**src/rtl/seg_xlate_pkg.sv**
```systemverilog
package seg_xlate_pkg;

  localparam int ADDR_W   = 32;
  localparam int SEL_W    = 16;
  localparam int LIM_W    = 20;
  localparam int PAGE_SH  = 12;
  localparam int REAL_W   = 20;
  localparam int REAL_SH  = 4;
  localparam int DESC_SH  = 3;
  localparam int TI_BIT   = 2;
  localparam int GRAN_BIT = 20;
  localparam int CODE_BIT = 21;
  localparam int WR_BIT   = 22;
  localparam int DPL_LSB  = 23;

  typedef struct packed {
    logic [ADDR_W-1:0] base;
    logic [LIM_W-1:0]  limit;
    logic              gran;
    logic              code;
    logic              wr;
    logic [1:0]        dpl;
    logic              valid;
  } seg_desc_t;

  typedef enum logic [1:0] {
    FS_IDLE = 2'd0,
    FS_LO   = 2'd1,
    FS_HI   = 2'd2
  } fetch_st_e;

  function automatic seg_desc_t desc_unpack(input logic [31:0] w0,
                                            input logic [31:0] w1);
    seg_desc_t d;
    d.base  = w0;
    d.limit = w1[LIM_W-1:0];
    d.gran  = w1[GRAN_BIT];
    d.code  = w1[CODE_BIT];
    d.wr    = w1[WR_BIT];
    d.dpl   = w1[DPL_LSB+:2];
    d.valid = 1'b1;
    return d;
  endfunction

endpackage

```
**src/rtl/seg_desc_fetch.sv**
```systemverilog
module seg_desc_fetch
  import seg_xlate_pkg::*;
#(
  parameter int SEGW = 3
) (
  input  logic                    clk,
  input  logic                    rst_n,
  input  logic                    start_i,
  input  logic [SEGW-1:0]         seg_i,
  input  logic [SEL_W-1:0]        sel_i,
  input  logic [ADDR_W-1:0]       gdt_base_i,
  input  logic [ADDR_W-1:0]       ldt_base_i,
  output logic                    busy_o,
  output logic                    mem_req_o,
  output logic [ADDR_W-1:0]       mem_addr_o,
  input  logic                    mem_ack_i,
  input  logic [31:0]             mem_rdata_i,
  output logic                    wr_en_o,
  output logic [SEGW-1:0]         wr_seg_o,
  output seg_desc_t               wr_desc_o
);

  localparam int IDX_W = SEL_W - DESC_SH;

  fetch_st_e         state_q, state_d;
  logic [ADDR_W-1:0] addr_q, addr_d;
  logic [31:0]       lo_q, lo_d;
  logic [SEGW-1:0]   seg_q, seg_d;
  logic              addr_en, lo_en, seg_en;
  logic [ADDR_W-1:0] tbl_base;
  logic [ADDR_W-1:0] idx_off;
  logic [1:0]        unused_rpl;

  assign unused_rpl = sel_i[1:0];
  assign tbl_base   = sel_i[TI_BIT] ? ldt_base_i : gdt_base_i;
  assign idx_off    = {{(ADDR_W-SEL_W){1'b0}}, sel_i[SEL_W-1:DESC_SH], {DESC_SH{1'b0}}};

  always_comb begin
    state_d = state_q;
    addr_d  = addr_q;
    lo_d    = lo_q;
    seg_d   = seg_q;
    addr_en = 1'b0;
    lo_en   = 1'b0;
    seg_en  = 1'b0;
    wr_en_o = 1'b0;
    case (state_q)
      FS_IDLE: begin
        if (start_i) begin
          addr_d  = tbl_base + idx_off;
          addr_en = 1'b1;
          seg_d   = seg_i;
          seg_en  = 1'b1;
          state_d = FS_LO;
        end
      end
      FS_LO: begin
        if (mem_ack_i) begin
          lo_d    = mem_rdata_i;
          lo_en   = 1'b1;
          addr_d  = addr_q + ADDR_W'(4);
          addr_en = 1'b1;
          state_d = FS_HI;
        end
      end
      FS_HI: begin
        if (mem_ack_i) begin
          wr_en_o = 1'b1;
          state_d = FS_IDLE;
        end
      end
      default: state_d = FS_IDLE;
    endcase
  end

  always_ff @(posedge clk or negedge rst_n) begin
    if (!rst_n) begin
      state_q <= FS_IDLE;
      addr_q  <= '0;
      lo_q    <= '0;
      seg_q   <= '0;
    end else begin
      state_q <= state_d;
      if (addr_en) addr_q <= addr_d;
      if (lo_en)   lo_q   <= lo_d;
      if (seg_en)  seg_q  <= seg_d;
    end
  end

  assign busy_o     = (state_q != FS_IDLE);
  assign mem_req_o  = (state_q == FS_LO) || (state_q == FS_HI);
  assign mem_addr_o = addr_q;
  assign wr_seg_o   = seg_q;
  assign wr_desc_o  = desc_unpack(lo_q, mem_rdata_i);

endmodule

```
**src/rtl/seg_desc_cache.sv**
```systemverilog
module seg_desc_cache
  import seg_xlate_pkg::*;
#(
  parameter int NSEG = 6,
  parameter int SEGW = 3
) (
  input  logic            clk,
  input  logic            rst_n,
  input  logic            wr_en_i,
  input  logic [SEGW-1:0] wr_seg_i,
  input  seg_desc_t       wr_desc_i,
  input  logic [SEGW-1:0] rd_seg_i,
  output seg_desc_t       rd_desc_o,
  output logic            rd_hit_o
);

  seg_desc_t ent_q [NSEG];

  for (genvar g = 0; g < NSEG; g++) begin : g_ent
    logic ent_en;
    assign ent_en = wr_en_i && (wr_seg_i == SEGW'(g));
    always_ff @(posedge clk or negedge rst_n) begin
      if (!rst_n) begin
        ent_q[g] <= '0;
      end else if (ent_en) begin
        ent_q[g] <= wr_desc_i;
      end
    end
  end

  always_comb begin
    rd_desc_o = '0;
    rd_hit_o  = 1'b0;
    for (int i = 0; i < NSEG; i++) begin
      if (rd_seg_i == SEGW'(i)) begin
        rd_desc_o = ent_q[i];
        rd_hit_o  = 1'b1;
      end
    end
  end

endmodule

```
**src/rtl/seg_xlate_calc.sv**
```systemverilog
module seg_xlate_calc
  import seg_xlate_pkg::*;
(
  input  logic              clk,
  input  logic              rst_n,
  input  logic              req_i,
  input  logic              prot_i,
  input  logic              write_i,
  input  logic [ADDR_W-1:0] off_i,
  input  seg_desc_t         desc_i,
  input  logic              hit_i,
  output logic              done_o,
  output logic [ADDR_W-1:0] lin_o,
  output logic              fault_o,
  output logic [1:0]        dpl_o
);

  logic [ADDR_W-1:0] span;
  logic [REAL_W-1:0] real_sum;
  logic [ADDR_W-1:0] prot_sum;
  logic              lim_bad, perm_bad, flt;
  logic [ADDR_W-1:0] lin_d;
  logic [1:0]        dpl_d;
  logic              done_q;
  logic [ADDR_W-1:0] lin_q;
  logic              fault_q;
  logic [1:0]        dpl_q;

  assign span     = desc_i.gran ? {desc_i.limit, {PAGE_SH{1'b1}}}
                                : {{(ADDR_W-LIM_W){1'b0}}, desc_i.limit};
  assign real_sum = desc_i.base[REAL_W-1:0] + {{(REAL_W-16){1'b0}}, off_i[15:0]};
  assign prot_sum = desc_i.base + off_i;
  assign lim_bad  = off_i > span;
  assign perm_bad = write_i && (desc_i.code || !desc_i.wr);

  always_comb begin
    if (!prot_i) begin
      flt   = !hit_i;
      lin_d = {{(ADDR_W-REAL_W){1'b0}}, real_sum};
      dpl_d = 2'd0;
    end else begin
      flt   = !hit_i || !desc_i.valid || lim_bad || perm_bad;
      lin_d = prot_sum;
      dpl_d = desc_i.dpl;
    end
    if (flt) begin
      lin_d = '0;
      dpl_d = 2'd0;
    end
  end

  always_ff @(posedge clk or negedge rst_n) begin
    if (!rst_n) begin
      done_q  <= 1'b0;
      fault_q <= 1'b0;
      lin_q   <= '0;
      dpl_q   <= '0;
    end else begin
      done_q  <= req_i;
      fault_q <= req_i && flt;
      if (req_i) begin
        lin_q <= lin_d;
        dpl_q <= dpl_d;
      end
    end
  end

  assign done_o  = done_q;
  assign fault_o = fault_q;
  assign lin_o   = lin_q;
  assign dpl_o   = dpl_q;

endmodule

```
**src/rtl/seg_xlate_unit.sv**
```systemverilog
module seg_xlate_unit
  import seg_xlate_pkg::*;
#(
  parameter  int NSEG = 6,
  localparam int SEGW = (NSEG > 1) ? $clog2(NSEG + 1) : 1
) (
  input  logic              clk,
  input  logic              rst_n,
  input  logic              prot_mode_i,
  input  logic [31:0]       gdt_base_i,
  input  logic [31:0]       ldt_base_i,
  input  logic              ld_valid_i,
  input  logic [SEGW-1:0]   ld_seg_i,
  input  logic [15:0]       ld_sel_i,
  output logic              busy_o,
  output logic              mem_req_o,
  output logic [31:0]       mem_addr_o,
  input  logic              mem_ack_i,
  input  logic [31:0]       mem_rdata_i,
  input  logic              xl_valid_i,
  input  logic [SEGW-1:0]   xl_seg_i,
  input  logic [31:0]       xl_off_i,
  input  logic              xl_write_i,
  output logic              xl_done_o,
  output logic [31:0]       xl_lin_o,
  output logic              xl_fault_o,
  output logic [1:0]        xl_dpl_o
);

  logic [1:0]  rst_sync_q;
  logic        rst_int_n;

  always_ff @(posedge clk or negedge rst_n) begin
    if (!rst_n) rst_sync_q <= 2'b00;
    else        rst_sync_q <= {rst_sync_q[0], 1'b1};
  end
  assign rst_int_n = rst_sync_q[1];

  logic      ld_hit;
  logic      fetch_start;
  logic      real_wr;
  logic      fetch_wr;
  logic [SEGW-1:0] fetch_seg;
  seg_desc_t fetch_desc;
  seg_desc_t real_desc;
  logic      cache_wr;
  logic [SEGW-1:0] cache_seg;
  seg_desc_t cache_wdesc;
  seg_desc_t rd_desc;
  logic      rd_hit;
  logic      xl_take;

  assign ld_hit      = ({1'b0, ld_seg_i} < (SEGW+1)'(NSEG));
  assign fetch_start = ld_valid_i && prot_mode_i && !busy_o && ld_hit;
  assign real_wr     = ld_valid_i && !prot_mode_i && !busy_o;
  assign xl_take     = xl_valid_i && !busy_o;

  always_comb begin
    real_desc       = '0;
    real_desc.base  = {{(ADDR_W-SEL_W-REAL_SH){1'b0}}, ld_sel_i, {REAL_SH{1'b0}}};
    real_desc.limit = LIM_W'(20'h0FFFF);
    real_desc.wr    = 1'b1;
  end

  always_comb begin
    if (fetch_wr) begin
      cache_wr    = 1'b1;
      cache_seg   = fetch_seg;
      cache_wdesc = fetch_desc;
    end else begin
      cache_wr    = real_wr;
      cache_seg   = ld_seg_i;
      cache_wdesc = real_desc;
    end
  end

  seg_desc_fetch #(.SEGW(SEGW)) i_fetch (
    .clk        (clk),
    .rst_n      (rst_int_n),
    .start_i    (fetch_start),
    .seg_i      (ld_seg_i),
    .sel_i      (ld_sel_i),
    .gdt_base_i (gdt_base_i),
    .ldt_base_i (ldt_base_i),
    .busy_o     (busy_o),
    .mem_req_o  (mem_req_o),
    .mem_addr_o (mem_addr_o),
    .mem_ack_i  (mem_ack_i),
    .mem_rdata_i(mem_rdata_i),
    .wr_en_o    (fetch_wr),
    .wr_seg_o   (fetch_seg),
    .wr_desc_o  (fetch_desc)
  );

  seg_desc_cache #(.NSEG(NSEG), .SEGW(SEGW)) i_cache (
    .clk       (clk),
    .rst_n     (rst_int_n),
    .wr_en_i   (cache_wr),
    .wr_seg_i  (cache_seg),
    .wr_desc_i (cache_wdesc),
    .rd_seg_i  (xl_seg_i),
    .rd_desc_o (rd_desc),
    .rd_hit_o  (rd_hit)
  );

  seg_xlate_calc i_calc (
    .clk     (clk),
    .rst_n   (rst_int_n),
    .req_i   (xl_take),
    .prot_i  (prot_mode_i),
    .write_i (xl_write_i),
    .off_i   (xl_off_i),
    .desc_i  (rd_desc),
    .hit_i   (rd_hit),
    .done_o  (xl_done_o),
    .lin_o   (xl_lin_o),
    .fault_o (xl_fault_o),
    .dpl_o   (xl_dpl_o)
  );

endmodule

```
**config.mk**
```make
export PLATFORM = sky130hd
export DESIGN_NAME = seg_xlate_unit
export DESIGN_NICKNAME = d
export VERILOG_FILES = /design/src/rtl/seg_xlate_pkg.sv /design/src/rtl/seg_desc_fetch.sv /design/src/rtl/seg_desc_cache.sv /design/src/rtl/seg_xlate_calc.sv /design/src/rtl/seg_xlate_unit.sv
export SDC_FILE = /design/constraint.sdc
export NUM_CORES = 1
export LEC_CHECK = 0
export ABC_CLOCK_PERIOD_IN_PS = 15030
export BUFFER_PORTS_ARGS = -buffer_cell sky130_fd_sc_hd__buf_2
export CAP_MARGIN = 5
export CORE_MARGIN = 2
export CORE_UTILIZATION = 60
export DETAILED_ROUTE_END_ITERATION = 10
export PLACE_DENSITY_LB_ADDON = 0.12
export SLEW_MARGIN = 30
export SYNTH_ARGS = -nofsm -noshare
export SYNTH_HDL_FRONTEND = slang
export SYNTH_SLANG_ARGS = --single-unit
```
**constraint.sdc**
```tcl
create_clock -name clk -period 15.03 [get_ports clk]
set_input_delay 1.503 -clock clk [delete_from_list [all_inputs] [get_ports clk]]
set_output_delay 1.503 -clock clk [all_outputs]
set_load 0.01 [all_outputs]
```
==> out/qor.txt, run 1 <==
Largest net degree at the start of global routing = 184
Drt pass-1 iters = 7
Sequential Area = 11400 um2
Wire per inst = 20.5 um
Finished Core Util = 69.0%
Crit-path leading delay family = compound AO/OA/AOI/OAI gates
CTS tree = yes
Top-level I/O count = 227
Global-route usage over all layers = 32.7%
Max-cap violations = 0
Starting Density = 60.8%
First-pass GRT wire length = 105000 um
Clock Skew = 12.8 ps
Worst hold path depth = 0
Total power = 4770 uW
EDFF count, synth = 0
Worst slew margin = 32.2%
Clock latency on the worst-skew pair = 590 ps
Setup Buffers After CTS = 0
Final setup violation count = 0
Levels on crit path = 17
Pre-CTS setup slack = 7960 ps
Commonest non-fill, non-tap cell in the layout = nand2_1
Worst slew pin tran = 1020 ps
Commonest non-fill, non-tap cells in the layout = nand2_1 (536), dfrtp_1 (454), o21ai_0 (449)
Seq cells post-synth = 455
Cells along the critical path = buf_6 > buf_4 > buf_4 > nor2b_1 > buf_4 > a21oi_1 > o221ai_1 > ha_1 > o21ai_0 > a2111o_1 > a31oi_1 > o21ai_0 > o31a_1 > o211a_1 > o31ai_1 > xnor2_1 > o21ai_0
CP endpoint kind = register
Die area = 40800 um2
Die Wd = 202 um
Metal2 WL = 30700 um
Top sig layer = met5
Pwr Density = 179 nW/um2
Vias in the first global route = 19200
CP max FO = 50
Synth async-reset ratio = 100%
CTS H-Tree Depth = 2
Clk buf depth = 3
Final ANT Viol Nets = 0
Unique masters post-synth = 67
Leading area contributor after synthesis = dfrtp_1
Layout cell share with drive strength beyond 1 = 15.9%
Worst R2R Path Depth = 8
GRT overflow = 0
Main area contributors after synthesis = dfrtp_1 (48%), o21ai_0 (9.6%), nand2_1 (8.6%)
Post-Synthesis Cells = 2506
Clock sink count = 455
Drc violations = 0
Antenna violations before repair = 1
# fillers = 3076
Core Area = 38600 um2
Mapped Area = 23500 um2
Port-buffer cells = 226
Final hold violations = 0
Synth top area share = 48.5%
Startpoint types = input port
Leakage = 0.0123 uW
CP Class = input port to register
RSZ-0062 raised after global routing = no
Maximum VDD drop = 0.160 mV
Bufs and invs on worst path = 4
Vias per inst = 6.10
Min-Delay Path Class = register to register
Max Slew Vio Count = 0
Worst EP required = 15490 ps
Syn_nets = 2745
Routed via count = 19600
Nets = 2894
Synth-to-layout area growth = 13.4%
Final min period = 6550 ps
Status = finished clean
Seq/Total Area, Yosys = 48.5%
Met3 wire length = 5110 um
Setup TNS = 0 ps
Final WS setup = 8480 ps
CTS Buf Count = 49
F_max = 0.153 GHz
Dpl hpwl = 44900 um
WL met1 = 28800 um
Final wirelength = 66000 um
Post-CTS Hold Buffers = 0
Slowest CP cell = buf_4
Worst Path Arrival = 7010 ps
Synth Flop Type = dfrtp_1
Worst-path clk slew = 60 ps
Routability cong. = 0.931
Synthesis Warnings = 0
Starting DRC count in detailed routing = 1510
Fin crit share = 43.6%
Diode count = 0
Die H = 202 um
FP Rows = 72
Area of the multi-input gates = 11500 um2
CP peak stage delay = 810 ps
Resized Gates After CTS = 0
Mean area per synthesized cell = 9.38 um2
Root Buffer = clkbuf_16
## logic make-up (layout without fill, tap and decap cells)
logic type / Yosys count / in the layout / share of synthesized area (%)
simple gates: 790 / 790 / 14.1
other cells: 1 / 1 / 0.0160
xor+xnor: 52 / 52 / 1.94
buf+inv: 187 / 374 / 3.10
fa+ha+maj: 82 / 82 / 4.43
compound gates: 738 / 738 / 17.9
mux: 201 / 201 / 10.1
flops: 455 / 455 / 48.5
## where the power goes
group | switching [uW] | internal (uW)
combinational | 919 | 617
sequential | 295 | 1710
clock | 507 | 723
## final timing paths
path / slack [ps] / start / to
max: 8480 / xl_seg_i[0] / i_calc.lin_o[30]
min reg2reg: 350 / rst_sync_q[0] / rst_sync_q[1]
min: 350 / rst_sync_q[0] / rst_sync_q[1]
max reg2reg: 11120 / i_fetch.state_q[0] / i_cache.ent_q[234]
max in group asynchronous: 12530 / rst_sync_q[1] / i_cache.ent_q[22]
min in group asynchronous: 420 / rst_sync_q[1] / i_cache.ent_q[283]
## state kept, by name (all words and copies together), names as in the netlist
name,cells
i_fetch.state_q,2
i_cache.ent_q,348
i_fetch.wr_seg_o,3
i_fetch.mem_addr_o,32
i_calc.done_o,1
i_calc.lin_o,32
i_calc.fault_o,1
i_fetch.lo_q,32
rst_sync_q,2
i_calc.dpl_o,2
## per-stage QoR
stage / instance area, um2 / std cells / hold slack [ps]
after floorplan: 23500 / 2506 / 331
after global placement: 24900 / 3120 / 336
after detailed placement: 25000 / 3121 / 339
after CTS: 26600 / 3210 / 354
after global routing: 26700 / 3211 / 370
final: 26700 / 3211 / 350
## worst reg2reg max path: cells and delay by family, from the launching register on
family / cells / cell delay [ps]
multiplexers: 1 / 730
buffers and inverters: 2 / 910
adder cells (fa/ha/maj): 1 / 200
AO/OA/AOI/OAI: 1 / 270
AND/OR/NAND/NOR: 3 / 1230
flip-flops: 1 / 410
## cell usage after synthesis (all sizes together), types with 11 or more instances
library cell,count
dfrtp,455
nor2b,13
xnor2,28
mux2,50
a211oi,17
o21a,13
nor2,108
nor3,17
mux2i,128
nand3,29
clkbuf,127
o221ai,27
xor2,24
mux4,23
nand2b,11
inv,32
nand4,20
nand2,539
o31ai,23
o21ai,451
a21oi,109
a21o,33
ha,80
buf,27
o21bai,11
a31oi,11
## area by class of cell
type	count	area share (%)
clock inverters	15	0.695
clock buffers	74	5.48
well taps	518	2.43
multi-input cells	1864	43.0
inverters	33	0.465
flip-flops and latches	455	42.7
repair buffers	252	5.16
## per-layer routing
metal / GRT usage, % / vias to the layer above
met4: 9.16 / 2
met2: 52.2 / 746
met3: 6.34 / 102
met1: 46.1 / 9628
met5: 0 / -
li1: - / 9122
No activity file was read; power rests on OpenSTA's default activity.
==> run 2, diff against run 1 <==
Settings changed: ABC_AREA from default to 1, ABC_CLOCK_PERIOD_IN_PS 15030 to 6600.
Clock period 15.03 ns to 6.6 ns, I/O delays scaled along.
==> out/qor.txt, run 2 <==
Status = finished clean
Final wirelength = 82700 um
Commonest non-fill, non-tap cells in the layout = nand2_1 (803), dfrtp_1 (454), inv_1 (389)
Top sig layer = met5
Max-cap violations = 0
Synth Flop Type = dfrtp_1
Layout cell share with drive strength beyond 1 = 12.1%
Drc violations = 0
Pwr Density = 407 nW/um2
Final hold violations = 0
Top reg by flops = i_cache.ent_q
Most frequent cell after synthesis = nand2_1
Seq/Total Area, Yosys = 45.5%
CTS tree = yes
Metal2 WL = 38100 um
Startpoint types = input port
CP Class = input port to register
Nets = 3622
FF-to-FF Start = i_fetch.state_q[0]
Leading area contributor after synthesis = dfrtp_1
Mean area per synthesized cell = 7.76 um2
Post-Synthesis Cells = 3227
Wire per inst = 20.9 um
CTS H-Tree Depth = 2
Synth async-reset ratio = 100%
Worst slew margin = 33.9%
Antenna violations before repair = 3
Sequential Area = 11400 um2
Max Slew Vio Count = 0
Resized Gates After CTS = 0
Maximum VDD drop = 0.261 mV
Met3 wire length = 8310 um
Clock Skew = 24.0 ps
Worst slew pin tran = 989 ps
Dpl hpwl = 58000 um
F_max = 0.227 GHz
Synth top cells by count = nand2_1 (806), dfrtp_1 (455), inv_1 (389), o21ai_0 (308), nor2_1 (287)
Setup TNS = 0 ps
Top-level I/O count = 227
Global-route usage over all layers = 38.4%
FP Rows = 74
Largest net degree at the start of global routing = 179
Clock sink count = 455
Final WS setup = 2190 ps
Synth-to-layout area growth = 12.0%
CTS Buf Count = 47
Min-Delay Path Class = register to asynchronous set/reset pin
Commonest non-fill, non-tap cell in the layout = nand2_1
Syn_nets = 3466
Worst setup path start = xl_seg_i[1]
Clk buf depth = 3
Routability cong. = 0.994
Die area = 43400 um2
Starting Density = 61.1%
Synthesis Warnings = 0
Fin crit share = 66.7%
Seq cells post-synth = 455
Final setup violation count = 0
Root Buffer = clkbuf_16
CP max FO = 36
GRT overflow = 0
Die Wd = 208 um
Clock latency on the worst-skew pair = 610 ps
Area of the multi-input gates = 11400 um2
Port-buffer cells = 226
Pre-CTS setup slack = 1720 ps
WL met1 = 32800 um
Worst R2R Path Depth = 13
Mapped Area = 25100 um2
Worst EP required = 7130 ps
EDFF count, synth = 0
Starting DRC count in detailed routing = 2603
Unique masters post-synth = 54
Hold WS = 294 ps
Setup Buffers After CTS = 0
Drt pass-1 iters = 7
# fillers = 3308
First-pass GRT wire length = 130000 um
Worst-path clk slew = 60 ps
Largest register FFs = 348
Core Area = 41000 um2
Post-CTS Hold Buffers = 1
Synth top area share = 45.5%
Main area contributors after synthesis = dfrtp_1 (45%), nand2_1 (12%), o21ai_0 (6.2%)
Die H = 208 um
Routed via count = 23900
Leakage = 0.0138 uW
Worst Path Arrival = 4930 ps
Vias in the first global route = 23200
Final min period = 4410 ps
RSZ-0062 raised after global routing = no
Final ANT Viol Nets = 0
CP endpoint kind = register
Vias per inst = 6.05
## run 2: cell types whose count changed after synthesis, moves of 47 or more
cell / before / now
o22ai_1: 5 / 52
nand2_1: 539 / 806
a21oi_1: 108 / 156
nand3_1: 29 / 91
buf_2: 9 / 67
o21ai_1: 2 / 65
a31oi_1: 11 / 90
inv_1: 32 / 389
clkbuf_1: 127 / 50
mux2i_1: 128 / 0
o21ai_0: 449 / 308
nor2_1: 108 / 287
## run 2: report_power, final
part           switching [uW]  total (uW)  internal [uW]
Combinational            2730        4120           1390
Sequential                611        4570           3960
Clock                    1170        2720           1550
## run 2: final timing paths
kind / endpoint / slack (ps)
min in group clk: i_fetch.lo_q[29] / 310
setup reg to reg: i_cache.ent_q[345] / 2990
max in group asynchronous: i_calc.lin_o[22] / 4940
setup / recovery: i_calc.lin_o[25] / 2190
hold / removal: i_cache.ent_q[310] / 290
hold reg to reg: i_cache.ent_q[310] / 290
## run 2: final cells by class
| type | instances | share of cell area [%] |
|---|---|---|
| Tap cell | 532 | 2.37 |
| Antenna cell | 2 | 0.0178 |
| Clock buffer | 67 | 4.82 |
| Multi-Input combinational cell | 2216 | 40.7 |
| Timing Repair Buffer | 255 | 5.24 |
| Inverter | 408 | 5.47 |
| Sequential cell | 455 | 40.6 |
| Clock inverter | 18 | 0.767 |
## run 2: worst max-delay path, stage by stage
cell      delay, ps
buf_2           140
nor2_1          260
nand2_2         560
o22ai_1         380
a211oi_1         80
a21oi_1         200
a21oi_2          90
inv_2           460
nand2_1          90
o21ai_1         110
ha_1            270
nand2_1          60
inv_1            30
o21ai_0         150
nand2_1          80
nor2_1          110
nand2_1          60
nand2_1          50
nand2_1          40
nand2_1          70
nand3_1         520
nor2_1          270
nand2_1          70
nand2_1          60
## run 2: layer usage
| layer | GRT usage [%] | vias to the layer above |
|---|---|---|
| li1 | - | 10900 |
| met1 | 52.3 | 11400 |
| met5 | 0 | - |
| met4 | 15.0 | 4 |
| met2 | 61.2 | 1367 |
| met3 | 6.93 | 209 |
## run 2: logic make-up after synthesis
group	synth area share, %
AOI/OAI and AO/OA	17.5
xor gates and xnor gates	1.61
adders and majority gates	4.16
buffers and inverters	9.09
DFF	45.5
muxes	1.62
other	0.0150
and+or+nand+nor	20.6
## run 2: metrics by stage
stage	instance area, um2	power (uW)	cells	util (%)
after detailed placement	26400	8590	3863	64.4
after global routing	28000	12100	3952	68.4
after global placement	26400	8430	3863	64.4
final	28000	11400	3953	68.4
after floorplan	25100	7240	3227	-
after CTS	28000	11300	3949	68.2
